## src/rtl/mxc_pkg.sv

```systemverilog
package mxc_pkg;

  typedef enum logic [1:0] {
    ST_IDLE  = 2'd0,
    ST_ISSUE = 2'd1,
    ST_WAIT  = 2'd2,
    ST_DONE  = 2'd3
  } mxc_state_e;

endpackage

```

## src/rtl/mxc_wait_cnt.sv

```systemverilog
module mxc_wait_cnt #(
  parameter int LIMIT = 32
) (
  input  logic clk,
  input  logic rst,
  input  logic run,
  output logic expired
);

  localparam int CNT_W = (LIMIT > 1) ? $clog2(LIMIT + 1) : 1;
  localparam logic [CNT_W-1:0] LAST = CNT_W'(LIMIT - 1);

  logic [CNT_W-1:0] cnt;

  assign expired = run && (cnt == LAST);

  always_ff @(posedge clk) begin
    if (rst || !run) begin
      cnt <= '0;
    end else if (!expired) begin
      cnt <= cnt + 1'b1;
    end
  end

endmodule

```

## src/rtl/mxc_regs.sv

```systemverilog
module mxc_regs #(
  parameter int ADDR_W = 16,
  parameter int DATA_W = 8
) (
  input  logic              clk,
  input  logic              rst,
  input  logic              load,
  input  logic              capture,
  input  logic              req_write,
  input  logic [ADDR_W-1:0] req_addr,
  input  logic [DATA_W-1:0] req_wdata,
  input  logic [DATA_W-1:0] mem_rdata,
  output logic [ADDR_W-1:0] mar,
  output logic [DATA_W-1:0] mdr,
  output logic              dir_wr
);

  always_ff @(posedge clk) begin
    if (rst) begin
      mar    <= '0;
      mdr    <= '0;
      dir_wr <= 1'b0;
    end else if (load) begin
      mar    <= req_addr;
      mdr    <= req_wdata;
      dir_wr <= req_write;
    end else if (capture) begin
      mdr <= mem_rdata;
    end
  end

endmodule

```

## src/rtl/mxc_seq.sv

```systemverilog
module mxc_seq
  import mxc_pkg::*;
#(
  parameter bit USE_ACK = 1'b1
) (
  input  logic       clk,
  input  logic       rst,
  input  logic       req_valid,
  input  logic       dir_wr,
  input  logic       mem_ack,
  input  logic       expired,
  output mxc_state_e state,
  output logic       load,
  output logic       capture,
  output logic       busy,
  output logic       done,
  output logic       err,
  output logic       mem_rd,
  output logic       mem_wr
);

  logic complete;
  logic abort;

  generate
    if (USE_ACK) begin : g_ack
      assign complete = mem_ack;
      assign abort    = expired && !mem_ack;
    end else begin : g_fixed
      assign complete = expired;
      assign abort    = 1'b0;
    end
  endgenerate

  assign load    = (state == ST_IDLE) && req_valid;
  assign capture = (state == ST_WAIT) && complete && !dir_wr;

  always_ff @(posedge clk) begin
    if (rst) begin
      state  <= ST_IDLE;
      busy   <= 1'b0;
      done   <= 1'b0;
      err    <= 1'b0;
      mem_rd <= 1'b0;
      mem_wr <= 1'b0;
    end else begin
      done <= 1'b0;
      err  <= 1'b0;
      unique case (state)
        ST_IDLE: begin
          if (req_valid) begin
            state <= ST_ISSUE;
            busy  <= 1'b1;
          end
        end
        ST_ISSUE: begin
          state  <= ST_WAIT;
          mem_rd <= !dir_wr;
          mem_wr <= dir_wr;
        end
        ST_WAIT: begin
          if (complete) begin
            state  <= ST_DONE;
            mem_rd <= 1'b0;
            mem_wr <= 1'b0;
            done   <= 1'b1;
          end else if (abort) begin
            state  <= ST_IDLE;
            mem_rd <= 1'b0;
            mem_wr <= 1'b0;
            busy   <= 1'b0;
            err    <= 1'b1;
          end
        end
        ST_DONE: begin
          if (!USE_ACK || !mem_ack) begin
            state <= ST_IDLE;
            busy  <= 1'b0;
          end
        end
        default: state <= ST_IDLE;
      endcase
    end
  end

endmodule

```

## src/rtl/mem_xfer_ctrl.sv

```systemverilog
module mem_xfer_ctrl
  import mxc_pkg::*;
#(
  parameter int ADDR_W     = 16,
  parameter int DATA_W     = 8,
  parameter bit USE_ACK    = 1'b1,
  parameter int FIXED_WAIT = 4,
  parameter int TIMEOUT    = 32
) (
  input  logic              clk,
  input  logic              rst,
  input  logic              req_valid,
  input  logic              req_write,
  input  logic [ADDR_W-1:0] req_addr,
  input  logic [DATA_W-1:0] req_wdata,
  output logic              busy,
  output logic              done,
  output logic              err,
  output logic [DATA_W-1:0] rdata,
  output logic [ADDR_W-1:0] mem_addr,
  output logic [DATA_W-1:0] mem_wdata,
  output logic              mem_rd,
  output logic              mem_wr,
  input  logic [DATA_W-1:0] mem_rdata,
  input  logic              mem_ack
);

  localparam int LIMIT = USE_ACK ? TIMEOUT : FIXED_WAIT;

  mxc_state_e        state;
  logic              load;
  logic              capture;
  logic              dir_wr;
  logic              expired;
  logic [ADDR_W-1:0] mar;
  logic [DATA_W-1:0] mdr;

  mxc_seq #(
    .USE_ACK (USE_ACK)
  ) u_seq (
    .clk       (clk),
    .rst       (rst),
    .req_valid (req_valid),
    .dir_wr    (dir_wr),
    .mem_ack   (mem_ack),
    .expired   (expired),
    .state     (state),
    .load      (load),
    .capture   (capture),
    .busy      (busy),
    .done      (done),
    .err       (err),
    .mem_rd    (mem_rd),
    .mem_wr    (mem_wr)
  );

  mxc_wait_cnt #(
    .LIMIT (LIMIT)
  ) u_cnt (
    .clk     (clk),
    .rst     (rst),
    .run     (state == ST_WAIT),
    .expired (expired)
  );

  mxc_regs #(
    .ADDR_W (ADDR_W),
    .DATA_W (DATA_W)
  ) u_regs (
    .clk       (clk),
    .rst       (rst),
    .load      (load),
    .capture   (capture),
    .req_write (req_write),
    .req_addr  (req_addr),
    .req_wdata (req_wdata),
    .mem_rdata (mem_rdata),
    .mar       (mar),
    .mdr       (mdr),
    .dir_wr    (dir_wr)
  );

  assign mem_addr  = mar;
  assign mem_wdata = mdr;
  assign rdata     = mdr;

endmodule

```

## config.mk

```make
export PLATFORM = sky130hd
export DESIGN_NAME = mem_xfer_ctrl
export DESIGN_NICKNAME = d
export VERILOG_FILES = /design/src/rtl/mxc_pkg.sv /design/src/rtl/mxc_wait_cnt.sv /design/src/rtl/mxc_regs.sv /design/src/rtl/mxc_seq.sv /design/src/rtl/mem_xfer_ctrl.sv
export SDC_FILE = /design/constraint.sdc
export NUM_CORES = 1
export LEC_CHECK = 0
export ABC_CLOCK_PERIOD_IN_PS = 1900
export BUFFER_PORTS_ARGS = -buffer_cell sky130_fd_sc_hd__buf_4
export CAP_MARGIN = 40
export CORE_AREA = 3 3 76 57
export CTS_CLUSTER_DIAMETER = 150
export DETAILED_ROUTE_END_ITERATION = 7
export DIE_AREA = 0 0 79 60
export PLACE_DENSITY = 0.76
export SYNTH_ARGS = -nofsm -noshare
export SYNTH_HDL_FRONTEND = slang
export SYNTH_SLANG_ARGS = --single-unit
```

## constraint.sdc

```tcl
create_clock -name clk -period 1.9 [get_ports clk]
set_input_delay 0.38 -clock clk [delete_from_list [all_inputs] [get_ports clk]]
set_output_delay 0.38 -clock clk [all_outputs]
set_load 0.03 [all_outputs]
```

==> flow_summary_export.csv <==
group,metric,value,unit
run_status,status,"complete, no violations",
timing,slew_headroom,73.86,%
synth,synth.top_cell.area_share,45.58,%
power_and_ir_drop,ir_worst_vdd,0.6440,mV
clock_tree,cts_setup_buffers,0,
worst_hold_path,hold_start,"req_addr[9]",
cells_and_area,mostFrequentLayoutCell,"buf_4",
placement,placed_cell_area,0.002192,mm²
cells_and_area,most-common-layout-cells,"77 x buf_4, 55 x nand2_1, 38 x dfxtp_1",
setup_path,critPathMaxFanout,6,
setup_path,start_kind,"register",
die,pin_count,74,
route,vias,1577,
synth,avgSynthCellArea,8.142,µm²
synth,syn_inst,205,
power_and_ir_drop,p_seq_share,38.3,%
die,die_h,60,µm
clock_tree,cts.sink_count,38,
placement,gp_congestion,0.8328,
cells_and_area,design_area,0.002283,mm²
clock_tree,cts_hold_buf,0,
synth,synth-seq-cells,38,
setup_path,crit_start,"u_cnt.cnt[0]$_SDFFE_PP0N_",
power_and_ir_drop,power.internal,1.614,mW
die,coreArea,0.003558,mm²
cells_and_area,area_delta_synth_final,36.81,%
timing,slew_viol_final,0,
cells_and_area,layout-drive-gt1-share,32.47,%
global_route,antenna_found_initial,0,
cells_and_area,register_area,760.7,µm²
placement,dp_hpwl,2.913,mm
cells_and_area,fillerInstances,337,
cells_and_area,multi_input_area,772.0,µm²
synth,netlist_area,0.001669,mm²
global_route,grt_overflow,0,
timing,max_freq,587.7,MHz
global_route,grt_max_degree,32,
worst_hold_path,min_path_type,"primary input to register",
timing,clock_skew,3.361,ps
setup_path,timing.rr.end,"u_seq.busy$_SDFFE_PP0P_",
global_route,track_usage,17.21,%
route,drc_errors,0,
timing,fin_setup_tns,0,ps
clock_tree,insertion_delay,280,ps
cells_and_area,fin_nets,313,
worst_hold_path,min_path_cells,3,
power_and_ir_drop,p_comb_share,40.2,%
power_and_ir_drop,p_leak,1.034,nW
cells_and_area,n_antenna_cell,0,
clock_tree,cts_tree,"done",
timing,hold_ws,342.2,ps
power_and_ir_drop,p_switching,1.002,mW
setup_path,worst_ep_arrival_time,1870,ps
timing,rsz0062_at_grt,"false",
global_route,grt_pass1_vias,1435,
synth,synth_top_cell_by_area,"dfxtp_1",
placement,place_worst_setup_slack,209.9,ps
global_route,grt_pass1_wl,6.417,mm
die,rows,18,
route,detail-route-antenna-nets,0,
power_and_ir_drop,p_total,2.616,mW
power_and_ir_drop,powerDensity,1146,mW/mm²
synth,synth-seq-area-share,45.58,%
die,die_w,79,µm
timing,finalCritPeriodShare,89.55,%
worst_hold_path,holdPathEnd,"u_regs.mar[9]$_SDFFE_PP0P_",
setup_path,rr_worst_depth,5,
clock_tree,numCtsBuffers,5,
synth,synthTopCellsByArea,"dfxtp_1 46%, nand2_1 12%, a21oi_1 6.9%, a311oi_1 4.7%, ha_1 4.5%",
setup_path,critPathKind,"register to register",
route,dr.pass1.iters,4,
setup_path,worstSetupEndpointType,"register",
route,routed_via_density,4.913,
die,start_util,46.91,%
power_and_ir_drop,pwr-share-clk,21.5,%
clock_tree,path_clk_slew,70,ps
synth,synth_cell_types,32,
setup_path,r2r-start,"u_cnt.cnt[0]$_SDFFE_PP0N_",
timing,worst_slack,198.6,ps
die,die_area,0.004740,mm²
clock_tree,clk_path_buf_depth,2,
setup_path,required,2070,ps
setup_path,r2r_slack,200,ps
synth,yosys_warnings,0,
timing,setup_violations,0,
route,drt-initial-drc-count,81,
route,post_drt_wl_per_cell,12.44,µm
route,finalWirelength,3.994,mm
synth,synth_fp_nets,248,
clock_tree,cts-resized-gates,0,
placement,port_buffers,73,
power_and_ir_drop,swShare,38.32,%
timing,hold_viol,0,
timing,worstMarginPinSlew,390.6,ps
timing,min_period,1701,ps
job,cap_viol_max_count,0,
clock_tree,htree_levels,2,
clock_tree,cts_root_buf,"clkbuf_8",
## final cells by class
class                      count  share of cell area (%)
timing repair buffer          77                   25.32
clock buffer                   7                   3.781
tap                           50                   2.740
sequential                    38                   33.32
inverter                       5                  0.8219
clock inverter                 1                  0.2192
multi-input combinational    143                   33.81
## critical path, cell delays in order (launching register included)
cell and delay, ps:
dfxtp_1 410, ha_1 230, nor2b_1 250, and3_1 360
a21oi_2 50, o311a_1 280
## metrics by stage
step / instances / utilization (%)
finish: 321 / 64.17
floorplan: 205 / -
detailed placement: 313 / 61.60
CTS: 321 / 64.17
global route: 321 / 64.17
global placement: 313 / 61.60
## cell families after synthesis
| kind of cell | count (synthesis) | share of synthesized area (%) |
|---|---|---|
| AOI/OAI and AO/OA | 43 | 16.79 |
| xor gates and xnor gates | 2 | 1.050 |
| adders and majority gates | 6 | 4.498 |
| buffers and inverters | 24 | 8.171 |
| DFF | 38 | 45.58 |
| muxes | 1 | 0.5997 |
| and+or+nand+nor | 91 | 23.31 |
## state kept, by name (all words and copies together) (netlist names)
signal         cells
u_regs.mar        16
u_regs.mdr         8
u_cnt.cnt          6
u_seq.state        2
u_regs.dir_wr      1
u_seq.busy         1
u_seq.done         1
u_seq.err          1
u_seq.mem_rd       1
u_seq.mem_wr       1
## cells in the mapped netlist
| cell | number |
|---|---|
| buf_1 | 2 |
| nand3_1 | 2 |
| nor3_1 | 5 |
| o311a_1 | 1 |
| nor2_1 | 17 |
| o21ai_4 | 1 |
| a21oi_1 | 23 |
| o21ai_0 | 4 |
| a311oi_1 | 9 |
| a21o_1 | 1 |
| and3_1 | 3 |
| a211o_1 | 1 |
| nand2b_1 | 1 |
| buf_2 | 4 |
| mux2i_1 | 1 |
| a31oi_1 | 1 |
| dfxtp_1 | 38 |
| ha_1 | 6 |
| buf_4 | 9 |
| o41ai_1 | 1 |
| clkbuf_1 | 3 |
| or3b_2 | 1 |
| and2_1 | 1 |
| xor2_1 | 2 |
| and3_4 | 1 |
| inv_1 | 5 |
| nand4_1 | 2 |
| nor2b_1 | 2 |
| buf_6 | 1 |
| nand2_1 | 55 |
| a21oi_2 | 1 |
| nand3b_1 | 1 |
## routing by layer
metal | track usage, % | vias up | routed length (µm)
met1 | 22.60 | 707 | 1868
met3 | 6.627 | 2 | 337
li1 | - | 813 | -
met2 | 26.38 | 55 | 1769
met5 | 0 | - | 0
met4 | 5.147 | 0 | 18
## how the worst max path moves through the flow
stage,to,slack [ps],cells past startpoint
4_1_cts,u_seq.busy$_SDFFE_PP0P_,200,5
5_1_grt,u_seq.busy$_SDFFE_PP0P_,40,5
2_1_floorplan,u_seq.busy$_SDFFE_PP0P_,390,6
6_report,u_seq.busy$_SDFFE_PP0P_,200,5
3_3_place_gp,u_regs.mdr[4]$_SDFFE_PP0P_,270,6
3_5_place_dp,u_seq.busy$_SDFFE_PP0P_,210,5
## power by group through the flow
stage          Sequential, mW  Clock [mW]  Combinational, mW
2_1_floorplan            1.21           0              0.545
3_3_place_gp             1.01           0               1.04
3_5_place_dp             1.02           0               1.05
4_1_cts                  1.00       0.580               1.05
5_1_grt                  1.02       0.612               1.14
6_report                 1.00       0.562               1.05
No activity file was read; power rests on OpenSTA's default activity.
